--- config.mk ---
export PLATFORM = sky130hd
export DESIGN_NAME = fpc_top
export DESIGN_NICKNAME = d
export VERILOG_FILES = /design/src/rtl/fpc_pkg.sv /design/src/rtl/fpc_regif.sv /design/src/rtl/fpc_down.sv /design/src/rtl/fpc_up.sv /design/src/rtl/fpc_top.sv
export SDC_FILE = /design/constraint.sdc
export NUM_CORES = 1
export LEC_CHECK = 0
export BUFFER_PORTS_ARGS = -buffer_cell sky130_fd_sc_hd__buf_2
export CORE_ASPECT_RATIO = 1.5
export CORE_UTILIZATION = 30
export CTS_BUF_LIST = sky130_fd_sc_hd__clkbuf_4 sky130_fd_sc_hd__clkbuf_8 sky130_fd_sc_hd__clkbuf_16
export DETAILED_ROUTE_END_ITERATION = 12
export MAX_ROUTING_LAYER = met4
export PLACE_DENSITY = 0.43
export SKIP_LAST_GASP = 1
export SLEW_MARGIN = 15
export SYNTH_ARGS = -nofsm -noshare
export SYNTH_HDL_FRONTEND = slang
export SYNTH_SLANG_ARGS = --single-unit
--- constraint.sdc ---
create_clock -name clk -period 2.6 [get_ports clk]
set_input_delay 0.26 -clock clk [delete_from_list [all_inputs] [get_ports clk]]
set_output_delay 0.26 -clock clk [all_outputs]
set_load 0.005 [all_outputs]
--- src/rtl/fpc_pkg.sv ---
package fpc_pkg;

    typedef enum logic {
        ST_RUN     = 1'b0,
        ST_EXPIRED = 1'b1
    } dn_state_e;

    typedef struct packed {
        logic up;
        logic rel;
        logic dn;
    } wsel_t;

endpackage

--- src/rtl/fpc_regif.sv ---
module fpc_regif
    import fpc_pkg::*;
#(
    parameter int CNT_W   = 32,
    parameter int BUS_W   = 32,
    parameter int ADDR_W  = 12,
    parameter int OFS_UP  = 'h18,
    parameter int OFS_REL = 'h1C,
    parameter int OFS_DN  = 'h20
) (
    input  logic              wr_en,
    input  logic [ADDR_W-1:0] addr,
    input  logic [BUS_W-1:0]  wr_data,
    input  logic [CNT_W-1:0]  up_val,
    input  logic [CNT_W-1:0]  rel_val,
    input  logic [CNT_W-1:0]  dn_val,
    output wsel_t             wsel,
    output logic [CNT_W-1:0]  wdata,
    output logic [BUS_W-1:0]  rd_data
);

    localparam logic [ADDR_W-1:0] A_UP  = ADDR_W'(OFS_UP);
    localparam logic [ADDR_W-1:0] A_REL = ADDR_W'(OFS_REL);
    localparam logic [ADDR_W-1:0] A_DN  = ADDR_W'(OFS_DN);

    logic hit_up, hit_rel, hit_dn;

    always_comb begin
        hit_up  = (addr == A_UP);
        hit_rel = (addr == A_REL);
        hit_dn  = (addr == A_DN);
    end

    always_comb begin
        wsel.up  = wr_en && hit_up;
        wsel.rel = wr_en && hit_rel;
        wsel.dn  = wr_en && hit_dn;
        wdata    = wr_data[CNT_W-1:0];
    end

    always_comb begin
        rd_data = '0;
        if (hit_up)  rd_data = BUS_W'(up_val);
        if (hit_rel) rd_data = BUS_W'(rel_val);
        if (hit_dn)  rd_data = BUS_W'(dn_val);
    end

    always_comb begin
        a_onehot_sel_r6 : assert ($onehot0({hit_up, hit_rel, hit_dn}))
            else $error("p_onehot_sel_r6");
    end

endmodule

--- src/rtl/fpc_down.sv ---
module fpc_down
    import fpc_pkg::*;
#(
    parameter int CNT_W = 32
) (
    input  logic             clk,
    input  logic             rst_n,
    input  logic             tick,
    input  logic             wr_rel,
    input  logic             wr_dn,
    input  logic [CNT_W-1:0] wdata,
    output logic [CNT_W-1:0] rel_q,
    output logic [CNT_W-1:0] dn_q,
    output logic             wrap
);

    localparam logic [CNT_W-1:0] ONE = CNT_W'(1);

    dn_state_e        state, st_nx;
    logic [CNT_W-1:0] dn_nx;

    always_comb begin
        st_nx = state;
        dn_nx = dn_q;
        unique case (state)
            ST_RUN: begin
                if (tick) begin
                    dn_nx = dn_q - ONE;
                    if (dn_q == ONE) st_nx = ST_EXPIRED;
                end
            end
            ST_EXPIRED: begin
                if (tick) begin
                    dn_nx = rel_q;
                    if (rel_q != '0) st_nx = ST_RUN;
                end
            end
            default: st_nx = ST_EXPIRED;
        endcase
        if (wr_dn) begin
            dn_nx = wdata;
            st_nx = (wdata == '0) ? ST_EXPIRED : ST_RUN;
        end
    end

    always_ff @(posedge clk or negedge rst_n) begin
        if (!rst_n) begin
            state <= ST_EXPIRED;
            dn_q  <= '0;
            rel_q <= '0;
        end else begin
            state <= st_nx;
            dn_q  <= dn_nx;
            if (wr_rel) rel_q <= wdata;
        end
    end

    always_comb begin
        wrap = tick && (state == ST_EXPIRED);
    end

    p_state_match_r2 : assert property (@(posedge clk) disable iff (!rst_n)
        (state == ST_EXPIRED) == (dn_q == '0))
        else $error("p_state_match_r2");

    p_decrement_r2 : assert property (@(posedge clk) disable iff (!rst_n)
        (tick && !wr_dn && dn_q != '0) |=> (dn_q == $past(dn_q) - ONE))
        else $error("p_decrement_r2");

    p_hold_r2 : assert property (@(posedge clk) disable iff (!rst_n)
        (!tick && !wr_dn) |=> $stable(dn_q))
        else $error("p_hold_r2");

    p_reload_r3 : assert property (@(posedge clk) disable iff (!rst_n)
        (tick && !wr_dn && dn_q == '0) |=> (dn_q == $past(rel_q)))
        else $error("p_reload_r3");

    p_stick_zero_r4 : assert property (@(posedge clk) disable iff (!rst_n)
        (tick && !wr_dn && dn_q == '0 && rel_q == '0) |=> (dn_q == '0))
        else $error("p_stick_zero_r4");

    p_write_dn_r7 : assert property (@(posedge clk) disable iff (!rst_n)
        wr_dn |=> (dn_q == $past(wdata)))
        else $error("p_write_dn_r7");

endmodule

--- src/rtl/fpc_up.sv ---
module fpc_up #(
    parameter int CNT_W = 32
) (
    input  logic             clk,
    input  logic             rst_n,
    input  logic             wrap,
    input  logic             wr_up,
    input  logic [CNT_W-1:0] wdata,
    output logic [CNT_W-1:0] up_q
);

    localparam logic [CNT_W-1:0] ONE = CNT_W'(1);

    always_ff @(posedge clk or negedge rst_n) begin
        if (!rst_n)     up_q <= '0;
        else if (wr_up) up_q <= wdata;
        else if (wrap)  up_q <= up_q + ONE;
    end

    p_wrap_zero_r8 : assert property (@(posedge clk) disable iff (!rst_n)
        (wrap && !wr_up && up_q == '1) |=> (up_q == '0))
        else $error("p_wrap_zero_r8");

    p_up_hold_r3 : assert property (@(posedge clk) disable iff (!rst_n)
        (!wrap && !wr_up) |=> $stable(up_q))
        else $error("p_up_hold_r3");

endmodule

--- src/rtl/fpc_top.sv ---
module fpc_top
    import fpc_pkg::*;
#(
    parameter int CNT_W  = 32,
    parameter int BUS_W  = 32,
    parameter int ADDR_W = 12
) (
    input  logic              clk,
    input  logic              rst_n,
    input  logic              tick,
    input  logic              wr_en,
    input  logic [ADDR_W-1:0] addr,
    input  logic [BUS_W-1:0]  wr_data,
    output logic [BUS_W-1:0]  rd_data
);

    localparam int OFS_UP  = 'h18;
    localparam int OFS_REL = 'h1C;
    localparam int OFS_DN  = 'h20;

    wsel_t            wsel;
    logic [CNT_W-1:0] wdata, up_q, rel_q, dn_q;
    logic             wrap;

    fpc_regif #(
        .CNT_W(CNT_W), .BUS_W(BUS_W), .ADDR_W(ADDR_W),
        .OFS_UP(OFS_UP), .OFS_REL(OFS_REL), .OFS_DN(OFS_DN)
    ) u_regif (
        .wr_en(wr_en), .addr(addr), .wr_data(wr_data),
        .up_val(up_q), .rel_val(rel_q), .dn_val(dn_q),
        .wsel(wsel), .wdata(wdata), .rd_data(rd_data)
    );

    fpc_down #(.CNT_W(CNT_W)) u_down (
        .clk(clk), .rst_n(rst_n), .tick(tick),
        .wr_rel(wsel.rel), .wr_dn(wsel.dn), .wdata(wdata),
        .rel_q(rel_q), .dn_q(dn_q), .wrap(wrap)
    );

    fpc_up #(.CNT_W(CNT_W)) u_up (
        .clk(clk), .rst_n(rst_n), .wrap(wrap),
        .wr_up(wsel.up), .wdata(wdata), .up_q(up_q)
    );

    p_up_step_r3 : assert property (@(posedge clk) disable iff (!rst_n)
        (tick && dn_q == '0 && !wsel.up) |=> (up_q == $past(up_q) + CNT_W'(1)))
        else $error("p_up_step_r3");

    p_reload_write_r5 : assert property (@(posedge clk) disable iff (!rst_n)
        (wsel.rel && !wsel.dn && !tick) |=> $stable(dn_q))
        else $error("p_reload_write_r5");

    p_reset_zero_r1 : assert property (@(posedge clk)
        !rst_n |-> (up_q == '0 && rel_q == '0 && dn_q == '0))
        else $error("p_reset_zero_r1");

endmodule

==> results of run 1 <==
## what timing repair did
action / CTS / global route
setup endpoints to repair: 0 / 0
hold buffers: 1 / 0
hold endpoints to repair: 20 / 0
resized for setup: 0 / 0
## cell usage after synthesis, types with 4 or more instances
cell	n	area (um^2)
sky130_fd_sc_hd__dfrtp_1	96	2400
sky130_fd_sc_hd__nor2_1	61	229
sky130_fd_sc_hd__a21oi_1	49	245
sky130_fd_sc_hd__nand2_1	45	169
sky130_fd_sc_hd__xor2_1	43	377
sky130_fd_sc_hd__inv_1	39	146
sky130_fd_sc_hd__clkbuf_1	36	135
sky130_fd_sc_hd__a222oi_1	32	320
sky130_fd_sc_hd__mux2_4	30	450
sky130_fd_sc_hd__nand4_1	27	169
sky130_fd_sc_hd__and3_1	23	144
sky130_fd_sc_hd__nor4_1	21	131
sky130_fd_sc_hd__o21ai_0	21	105
sky130_fd_sc_hd__nand3_1	17	85.1
sky130_fd_sc_hd__nor3_1	15	75.1
sky130_fd_sc_hd__o221ai_1	13	114
sky130_fd_sc_hd__xnor2_1	10	87.6
sky130_fd_sc_hd__or4_1	9	67.6
sky130_fd_sc_hd__a22oi_1	5	37.5
sky130_fd_sc_hd__a31oi_1	5	31.3
sky130_fd_sc_hd__o31ai_1	5	37.5
sky130_fd_sc_hd__buf_2	4	20.0
sky130_fd_sc_hd__o22ai_1	4	25.0
## logic make-up (layout without fill, tap and decap cells)
family	after synthesis	in the layout	synth area share [%]
simple gates	245	245	21.7
compound gates	151	151	17.2
flops	97	97	39.4
buf+inv	85	171	5.65
xor+xnor	53	53	7.54
mux	33	33	7.84
fa+ha+maj	3	3	0.610
## report_power, final
group / total (mW) / switching [mW] / internal, mW
sequential: 2.13 / 0.388 / 1.74
clock: 1.48 / 0.639 / 0.844
combinational: 1.42 / 0.790 / 0.633
total: 5.04 / 1.82 / 3.22
## worst max-delay path: cells and delay by family
kind | cells | cell delay, ns
AO/OA/AOI/OAI | 1 | 0.16
buffers and inverters | 4 | 0.61
AND/OR/NAND/NOR | 2 | 1.08
## final cells by class
type / instances / area share (%)
multi-input cells: 485 / 46.1
inverters: 40 / 2.04
well taps: 260 / 4.42
flip-flops and latches: 97 / 33.0
clock buffers: 9 / 3.06
clock inverters: 7 / 1.29
repair buffers: 115 / 10.1
## per-layer routing
metal,up-vias,wire (um)
met4,0,504
met1,2803,8940
met2,135,10600
met3,32,624
met5,-,0
li1,2653,-
## worst paths after layout
path,slack (ns),cells after the start,start,end
min in group asynchronous,0.34,2,rst_n,u_up.up_q[15]
worst min-delay path,0.16,3,wr_data[0],u_down.dn_q[0]
worst min register to register,0.57,1,u_down.rel_q[24],u_down.rel_q[24]
worst max-delay path,0.21,7,addr[1],rd_data[17]
worst max register to register,0.30,5,u_down.dn_q[11],u_down.dn_q[18]
max in group asynchronous,1.60,3,rst_n,u_down.state
## per-stage QoR
stage	utilization, %	cells	area, um^2
2_1_floorplan	-	667	6160
3_3_place_gp	35.3	996	7030
3_5_place_dp	35.3	996	7030
4_1_cts	36.9	1013	7360
5_1_grt	36.9	1013	7360
6_report	36.9	1013	7360
## registers in the layout, indices dropped and copies added (netlist names)
name          cells
u_down.rel_q     32
u_up.up_q        32
u_down.state      1
u_down.dn_q      32
==> qor.json, run 1 <==
{
  "outcome": {"value": "finished clean"},
  "mostFrequentLayoutCell": {"value": "sky130_fd_sc_hd__dfrtp_1"},
  "grt-busiest-layer": {"value": "met2"},
  "synth_edf_count": {"value": 0},
  "slowest_stage": {"value": "sky130_fd_sc_hd__or4_1"},
  "vdd_ir_drop_max": {"value": 0.310, "unit": "mV"},
  "post_synth.cell_area_avg": {"value": 9.23, "unit": "um^2"},
  "place_worst_setup_slack": {"value": 0.213, "unit": "ns"},
  "fmax": {"value": 418, "unit": "MHz"},
  "worst-slew-pin-transition": {"value": 0.666, "unit": "ns"},
  "ys_seq_area_share": {"value": 39.4, "unit": "%"},
  "rows": {"value": 63},
  "clk_path_buf_depth": {"value": 2},
  "placeableCoreArea": {"value": 19900, "unit": "um^2"},
  "share_of_async_settable_or_async_resettable_flops_after_synthesis": {"value": 100, "unit": "%"},
  "timing.critical_path.required": {"value": 2.34, "unit": "ns"},
  "latest_clock_arrival_within_the_worst_skew_pair": {"value": 0.37, "unit": "ns"},
  "drtPass1Iterations": {"value": 7},
  "synth.ff_latch_count": {"value": 97},
  "crit_path_cell_trace": {"value": "buf_2, or4_1, nor4_4, buf_4, a222oi_1, inv_1, buf_2"},
  "most_frequent_cp_cell": {"value": "sky130_fd_sc_hd__buf_2"},
  "global_route.usage.met1": {"value": 24.9, "unit": "%"},
  "io_pins": {"value": 80},
  "drt-total-wl": {"value": 20700, "unit": "um"},
  "seqCellArea": {"value": 2430, "unit": "um^2"},
  "worst_setup_path_start_kind": {"value": "primary input"},
  "synthFlopType": {"value": "sky130_fd_sc_hd__dfrtp_1"},
  "final.period_utilization": {"value": 92.0, "unit": "%"},
  "port_buffers": {"value": 79},
  "die_w": {"value": 119, "unit": "um"},
  "antenna_cells": {"value": 0},
  "cts-htree-levels": {"value": 3},
  "cts_num_sinks": {"value": 97},
  "cts-root-buf": {"value": "sky130_fd_sc_hd__clkbuf_16"},
  "grt_max_degree": {"value": 65},
  "floorplan.die_area": {"value": 21100, "unit": "um^2"},
  "path_clk_slew": {"value": 0.07, "unit": "ns"},
  "globalplace.congestion": {"value": 0.794},
  "final-hold-violation-count": {"value": 0},
  "finalSetupViolations": {"value": 0},
  "areaGrowthSynthToFinish": {"value": 19.6, "unit": "%"},
  "multiInputGateArea": {"value": 3390, "unit": "um^2"},
  "initial_utilization": {"value": 30.9, "unit": "%"},
  "count_of_unresolved_drc_violations_after_routing": {"value": 0},
  "rsz_0062_raised_after_global_routing": {"value": "no"},
  "cts_buffers": {"value": 9},
  "max_cap_viol_count": {"value": 0},
  "grt_util_met3": {"value": 2.15, "unit": "%"},
  "antenna_found_initial": {"value": 0},
  "net_count_after_synthesis": {"value": 718},
  "synthesis.area": {"value": 6160, "unit": "um^2"},
  "grt_usage": {"value": 20.8, "unit": "%"},
  "grt_first_pass_wirelength": {"value": 32700, "unit": "um"},
  "detail_route.vias_per_cell": {"value": 5.55},
  "yosys_warnings": {"value": 0},
  "skew": {"value": 0.0131, "unit": "ns"},
  "postSynthCellCount": {"value": 667},
  "final.fill_count": {"value": 2043},
  "crit_path_end_kind": {"value": "output pin"},
  "cp_data_arrival_time": {"value": 2.13, "unit": "ns"},
  "die_y": {"value": 177, "unit": "um"},
  "most-common-layout-cells": {"value": "96 x sky130_fd_sc_hd__dfrtp_1, 78 x sky130_fd_sc_hd__buf_2, 61 x sky130_fd_sc_hd__nor2_1"},
  "drt-initial-drc-count": {"value": 393},
  "cp_max_fo": {"value": 20},
  "detail-route-antenna-nets": {"value": 0},
  "final_layout_size_suffix_gt1_share": {"value": 23.4, "unit": "%"},
  "final_net_count": {"value": 799},
  "first_global_vias": {"value": 5642},
  "dr_total_vias": {"value": 5623},
  "cts.repair_timing.setup_buffer_count": {"value": 0},
  "place.detailed.hpwl": {"value": 14800, "unit": "um"},
  "setup_total_negative_slack": {"value": 0, "unit": "ns"},
  "powerDensity": {"value": 684, "unit": "nW/um^2"},
  "whs": {"value": 0.162, "unit": "ns"},
  "p_leak": {"value": 3.58, "unit": "nW"},
  "min_period": {"value": 2.39, "unit": "ns"},
  "synth.distinct_cells": {"value": 58},
  "globalRoute.totalOverflow": {"value": 0},
  "slew_headroom": {"value": 55.2, "unit": "%"},
  "worst_path_largest_cell_delay": {"value": 0.71, "unit": "ns"},
  "drv_slew": {"value": 0},
  "min_path_type": {"value": "primary input to flop"},
  "route.detailed.wl_per_inst": {"value": 20.4, "unit": "um"},
  "tritoncts": {"value": "built"},
  "setup_ws": {"value": 0.208, "unit": "ns"},
  "design_power_total": {"value": 5.04, "unit": "mW"},
  "critical_path_class": {"value": "primary input to output pin"},
  "met2_track_demand_over_resource": {"value": 35.9, "unit": "%"}
}
(Power assumes the default switching activity.)
==> run 2: changes to the inputs <==
--- a/config.mk
+++ b/config.mk
@@ -16,4 +16,5 @@
 export SLEW_MARGIN = 15
 export SYNTH_ARGS = -nofsm -noshare
 export SYNTH_HDL_FRONTEND = slang
+export SYNTH_HIERARCHICAL = 1
 export SYNTH_SLANG_ARGS = --single-unit
==> qor.json, run 2 <==
{
  "cts.repair_timing.setup_buffer_count": {"value": 0, "change": "unchanged"},
  "post_dp_cell_area": {"value": 7410, "unit": "um^2", "change": "+5.3%"},
  "path_clk_slew": {"value": 0.07, "unit": "ns", "change": "about the same"},
  "dr_total_vias": {"value": 6325, "change": "+12%"},
  "worst_setup_path_start_kind": {"value": "flop"},
  "post_synth.cell_area_avg": {"value": 8.92, "unit": "um^2", "change": "-3.4%"},
  "fin_area": {"value": 7700, "unit": "um^2", "change": "+4.6%"},
  "share_of_async_settable_or_async_resettable_flops_after_synthesis": {"value": 100, "unit": "%", "change": "unchanged"},
  "synth-compound-area-share": {"value": 16.2, "unit": "%", "change": "-1.1 points"},
  "synth_top_family_by_area": {"value": "simple AND/OR/NAND/NOR gates"},
  "max_cap_viol_count": {"value": 0, "change": "unchanged"},
  "post_cts_resize_count": {"value": 0, "change": "unchanged"},
  "cts_num_sinks": {"value": 97, "change": "unchanged"},
  "setup_total_negative_slack": {"value": 0, "unit": "ns", "change": "unchanged"},
  "latest_clock_arrival_within_the_worst_skew_pair": {"value": 0.35, "unit": "ns", "change": "-0.02 ns"},
  "slowest_stage": {"value": "sky130_fd_sc_hd__or4_1"},
  "switchingPower": {"value": 1.34, "unit": "mW", "change": "-26%"},
  "cts_buffers": {"value": 9, "change": "unchanged"},
  "powerDensity": {"value": 525, "unit": "nW/um^2", "change": "-23%"},
  "crit_path_cell_trace": {"value": "and2_2, nand4_4, or4_1, or4_1, a31oi_1"},
  "die_y": {"value": 188, "unit": "um", "change": "+5.9%"},
  "final_layout_size_suffix_gt1_share": {"value": 26.4, "unit": "%", "change": "+3.0 points"},
  "ys_seq_area_share": {"value": 35.1, "unit": "%", "change": "-4.3 points"},
  "final.fill_count": {"value": 2395, "change": "+17%"},
  "largestRegisters": {"value": "u_down/dn_q (32), u_down/rel_q (32), u_up/up_q (32)"},
  "netSwitchingFraction": {"value": 33.1, "unit": "%", "change": "-2.9 points"},
  "critical_path_class": {"value": "flop to flop"},
  "slew_headroom": {"value": 56.4, "unit": "%", "change": "+1.2 points"},
  "synth_area_leader_cell": {"value": "sky130_fd_sc_hd__dfrtp_1"},
  "post_synth_xor_area_fraction": {"value": 4.56, "unit": "%", "change": "-3.0 points"},
  "most_frequent_cp_cell": {"value": "sky130_fd_sc_hd__or4_1"},
  "antenna_found_initial": {"value": 1, "change": "+1"},
  "worst_hold_startpoint": {"value": "wr_data[11]"},
  "synth.distinct_cells": {"value": 68, "change": "+17%"},
  "synthTopCellsByCount": {"value": "96 x sky130_fd_sc_hd__dfrtp_1, 67 x sky130_fd_sc_hd__nand2_1, 67 x sky130_fd_sc_hd__nor2_1, 65 x sky130_fd_sc_hd__mux2_2, 36 x sky130_fd_sc_hd__a22oi_1"},
  "critPathLaunch": {"value": "u_down/state"},
  "min_path_type": {"value": "primary input to flop"},
  "rsz_0062_raised_after_global_routing": {"value": "no"},
  "min_period": {"value": 2.40, "unit": "ns", "change": "+0.00822 ns"},
  "io_pins": {"value": 80, "change": "unchanged"},
  "areaGrowthSynthToFinish": {"value": 11.4, "unit": "%"},
  "cts-root-buf": {"value": "sky130_fd_sc_hd__clkbuf_16"},
  "die_w": {"value": 126, "unit": "um", "change": "+5.9%"},
  "outcome": {"value": "finished clean"},
  "floorplan.die_area": {"value": 23700, "unit": "um^2", "change": "+12%"},
  "crit-reg2reg-launch": {"value": "u_down/state"},
  "placeableCoreArea": {"value": 22500, "unit": "um^2", "change": "+13%"},
  "setup_ws": {"value": 0.200, "unit": "ns", "change": "-0.00822 ns"},
  "cts-htree-levels": {"value": 3, "change": "unchanged"},
  "p_leak": {"value": 3.14, "unit": "nW", "change": "-12%"},
  "crit_path_end_kind": {"value": "flop"},
  "grt_usage": {"value": 22.6, "unit": "%", "change": "+1.7 points"},
  "drv_slew": {"value": 0, "change": "unchanged"},
  "vdd_ir_drop_max": {"value": 0.306, "unit": "mV", "change": "-1.3%"},
  "tritoncts": {"value": "built"},
  "cts_hold_buf": {"value": 1, "change": "unchanged"},
  "yosys.area_share.adder": {"value": 0.543, "unit": "%", "change": "-0.067 points"},
  "count_of_unresolved_drc_violations_after_routing": {"value": 0, "change": "unchanged"},
  "synth_simple_gate_area_share": {"value": 24.2, "unit": "%", "change": "+2.5 points"},
  "synth.ff_latch_count": {"value": 97, "change": "unchanged"},
  "detail-route-antenna-nets": {"value": 0, "change": "unchanged"},
  "p_seq_share": {"value": 45.1, "unit": "%", "change": "+2.8 points"},
  "power.internal": {"value": 2.70, "unit": "mW", "change": "-16%"},
  "skew": {"value": 0.0139, "unit": "ns", "change": "+0.000820 ns"},
  "grt_max_degree": {"value": 54, "change": "-17%"},
  "first_global_vias": {"value": 6463, "change": "+15%"},
  "worst-slew-pin-transition": {"value": 0.653, "unit": "ns", "change": "-0.0126 ns"},
  "finalSetupViolations": {"value": 0, "change": "unchanged"},
  "final.period_utilization": {"value": 92.3, "unit": "%", "change": "+0.32 points"},
  "timing.critical_path.required": {"value": 2.88, "unit": "ns", "change": "+0.54 ns"},
  "rows": {"value": 67, "change": "+6.3%"},
  "post-synth-top-count-cell": {"value": "sky130_fd_sc_hd__dfrtp_1"},
  "detail_route.vias_per_cell": {"value": 5.77, "change": "+4.0%"},
  "globalRoute.totalOverflow": {"value": 0, "change": "unchanged"},
  "net_count_after_synthesis": {"value": 826, "change": "+15%"},
  "postSynthCellCount": {"value": 775, "change": "+16%"},
  "final-hold-violation-count": {"value": 0, "change": "unchanged"},
  "port_buffers": {"value": 79, "change": "unchanged"},
  "drt-total-wl": {"value": 25600, "unit": "um", "change": "+24%"},
  "final_net_count": {"value": 867, "change": "+8.5%"},
  "synth_edf_count": {"value": 0, "change": "unchanged"},
  "cp_data_arrival_time": {"value": 2.68, "unit": "ns", "change": "+0.55 ns"},
  "mostFrequentLayoutCell": {"value": "sky130_fd_sc_hd__dfrtp_1"},
  "synth.mux.area_fraction": {"value": 10.7, "unit": "%", "change": "+2.9 points"},
  "cp_max_fo": {"value": 9, "change": "-55%"},
  "synthesis.area": {"value": 6910, "unit": "um^2", "change": "+12%"},
  "combinationalPowerShare": {"value": 21.4, "unit": "%", "change": "-6.8 points"},
  "most-common-layout-cells": {"value": "96 x sky130_fd_sc_hd__dfrtp_1, 78 x sky130_fd_sc_hd__buf_2, 67 x sky130_fd_sc_hd__nor2_1, 67 x sky130_fd_sc_hd__nand2_1, 65 x sky130_fd_sc_hd__mux2_2"},
  "initial_utilization": {"value": 30.8, "unit": "%", "change": "-0.099 points"},
  "clk_path_buf_depth": {"value": 2, "change": "unchanged"},
  "globalplace.congestion": {"value": 0.901, "change": "+14%"},
  "dp_cells": {"value": 1080, "change": "+8.4%"},
  "fmax": {"value": 417, "unit": "MHz", "change": "-0.34%"},
  "worstPathBufferInverterCount": {"value": 0, "change": "-4"},
  "synthTopCellsByArea": {"value": "sky130_fd_sc_hd__dfrtp_1 35%, sky130_fd_sc_hd__mux2_2 11%, sky130_fd_sc_hd__a22oi_1 3.9%"},
  "route.detailed.wl_per_inst": {"value": 23.4, "unit": "um", "change": "+15%"},
  "synthFlopType": {"value": "sky130_fd_sc_hd__dfrtp_1"},
  "yosys_warnings": {"value": 6, "change": "+6"},
  "drtPass1Iterations": {"value": 5, "change": "-2"},
  "place_worst_setup_slack": {"value": 0.195, "unit": "ns", "change": "-0.0178 ns"},
  "synthDominantCellAreaShare": {"value": 34.7, "unit": "%", "change": "-4.3 points"},
  "grt_first_pass_wirelength": {"value": 39100, "unit": "um", "change": "+19%"},
  "worst_path_largest_cell_delay": {"value": 0.72, "unit": "ns", "change": "about the same"},
  "finalNonFillerCells": {"value": 1096, "change": "+8.2%"},
  "place.detailed.hpwl": {"value": 19300, "unit": "um", "change": "+31%"},
  "drt-initial-drc-count": {"value": 388, "change": "-1.3%"},
  "cp_top_family": {"value": "simple AND/OR/NAND/NOR gates"},
  "pwr-share-clk": {"value": 33.5, "unit": "%", "change": "+4.1 points"}
}
run 2: cell count changes after synthesis, moves of 18 or more:
cell,change
sky130_fd_sc_hd__mux2_2,+63
sky130_fd_sc_hd__xor2_1,-35
sky130_fd_sc_hd__buf_4,+33
sky130_fd_sc_hd__a222oi_1,-32
sky130_fd_sc_hd__a22oi_1,+31
sky130_fd_sc_hd__mux2_4,-30
sky130_fd_sc_hd__inv_1,-24
sky130_fd_sc_hd__nand2_1,+22
sky130_fd_sc_hd__xnor2_1,+18
run 2: layer usage:
layer  up-vias  GRT usage [%]  wire length, um
met1      3144           25.2            10300
li1       2938              -                -
met3        50           3.00              935
met4         0           9.41              909
met2       193           40.1            13500
met5         -              -                0
run 2: path summary, 6_finish.rpt:
path                               endpoint  slack, ns  depth (start not counted)
max                           u_up/up_q[29]       0.20                          5
min in group asynchronous      u_up/up_q[3]       0.43                          2
min reg2reg                u_down/rel_q[13]       0.56                          1
max in group asynchronous    u_down/dn_q[8]       1.40                          3
min                           u_up/up_q[11]       0.17                          3
max reg2reg                   u_up/up_q[29]       0.20                          5
run 2: through the flow:
step / util (%) / power, mW / hold slack [ns]
2_1_floorplan: - / 2.37 / -0.0356
3_3_place_gp: 33.0 / 2.70 / 0.292
3_5_place_dp: 33.0 / 2.71 / 0.300
4_1_cts: 34.3 / 4.08 / 0.170
5_1_grt: 34.3 / 4.23 / 0.196
6_report: 34.3 / 4.04 / 0.172
run 2: worst min-delay path, delay by kind of cell:
kind                   cells  cell delay (ns)
buffers and inverters      1             0.11
AO/OA/AOI/OAI              1             0.07
AND/OR/NAND/NOR            1             0.05
run 2: kinds of logic (layout without fill, tap and decap cells):
logic type,count (synthesis),in the layout
other,0,1
AND/OR/NAND/NOR,302,302
adder cells (fa/ha/maj),3,3
flip-flops,97,97
multiplexers,66,66
buffers and inverters,102,146
XOR/XNOR,36,36
AO/OA/AOI/OAI,169,169
run 2: power groups by stage:
stage          clock network (mW)  registers [mW]  logic, mW
2_1_floorplan                   0            1.78      0.593
3_3_place_gp                    0            1.85      0.853
3_5_place_dp                    0            1.85      0.861
4_1_cts                      1.39            1.82      0.866
5_1_grt                      1.44            1.84      0.947
6_report                     1.36            1.82      0.864
run 2: layout make-up:
class	count	area, um^2	share of cell area, %
Inverter	17	63.8	0.828
Tap cell	276	345	4.48
Multi-Input combinational cell	576	3900	50.6
Clock buffer	9	225	2.92
Timing Repair Buffer	115	683	8.87
Antenna cell	1	2.50	0.0325
Sequential cell	97	2430	31.5
Clock inverter	5	56.3	0.731
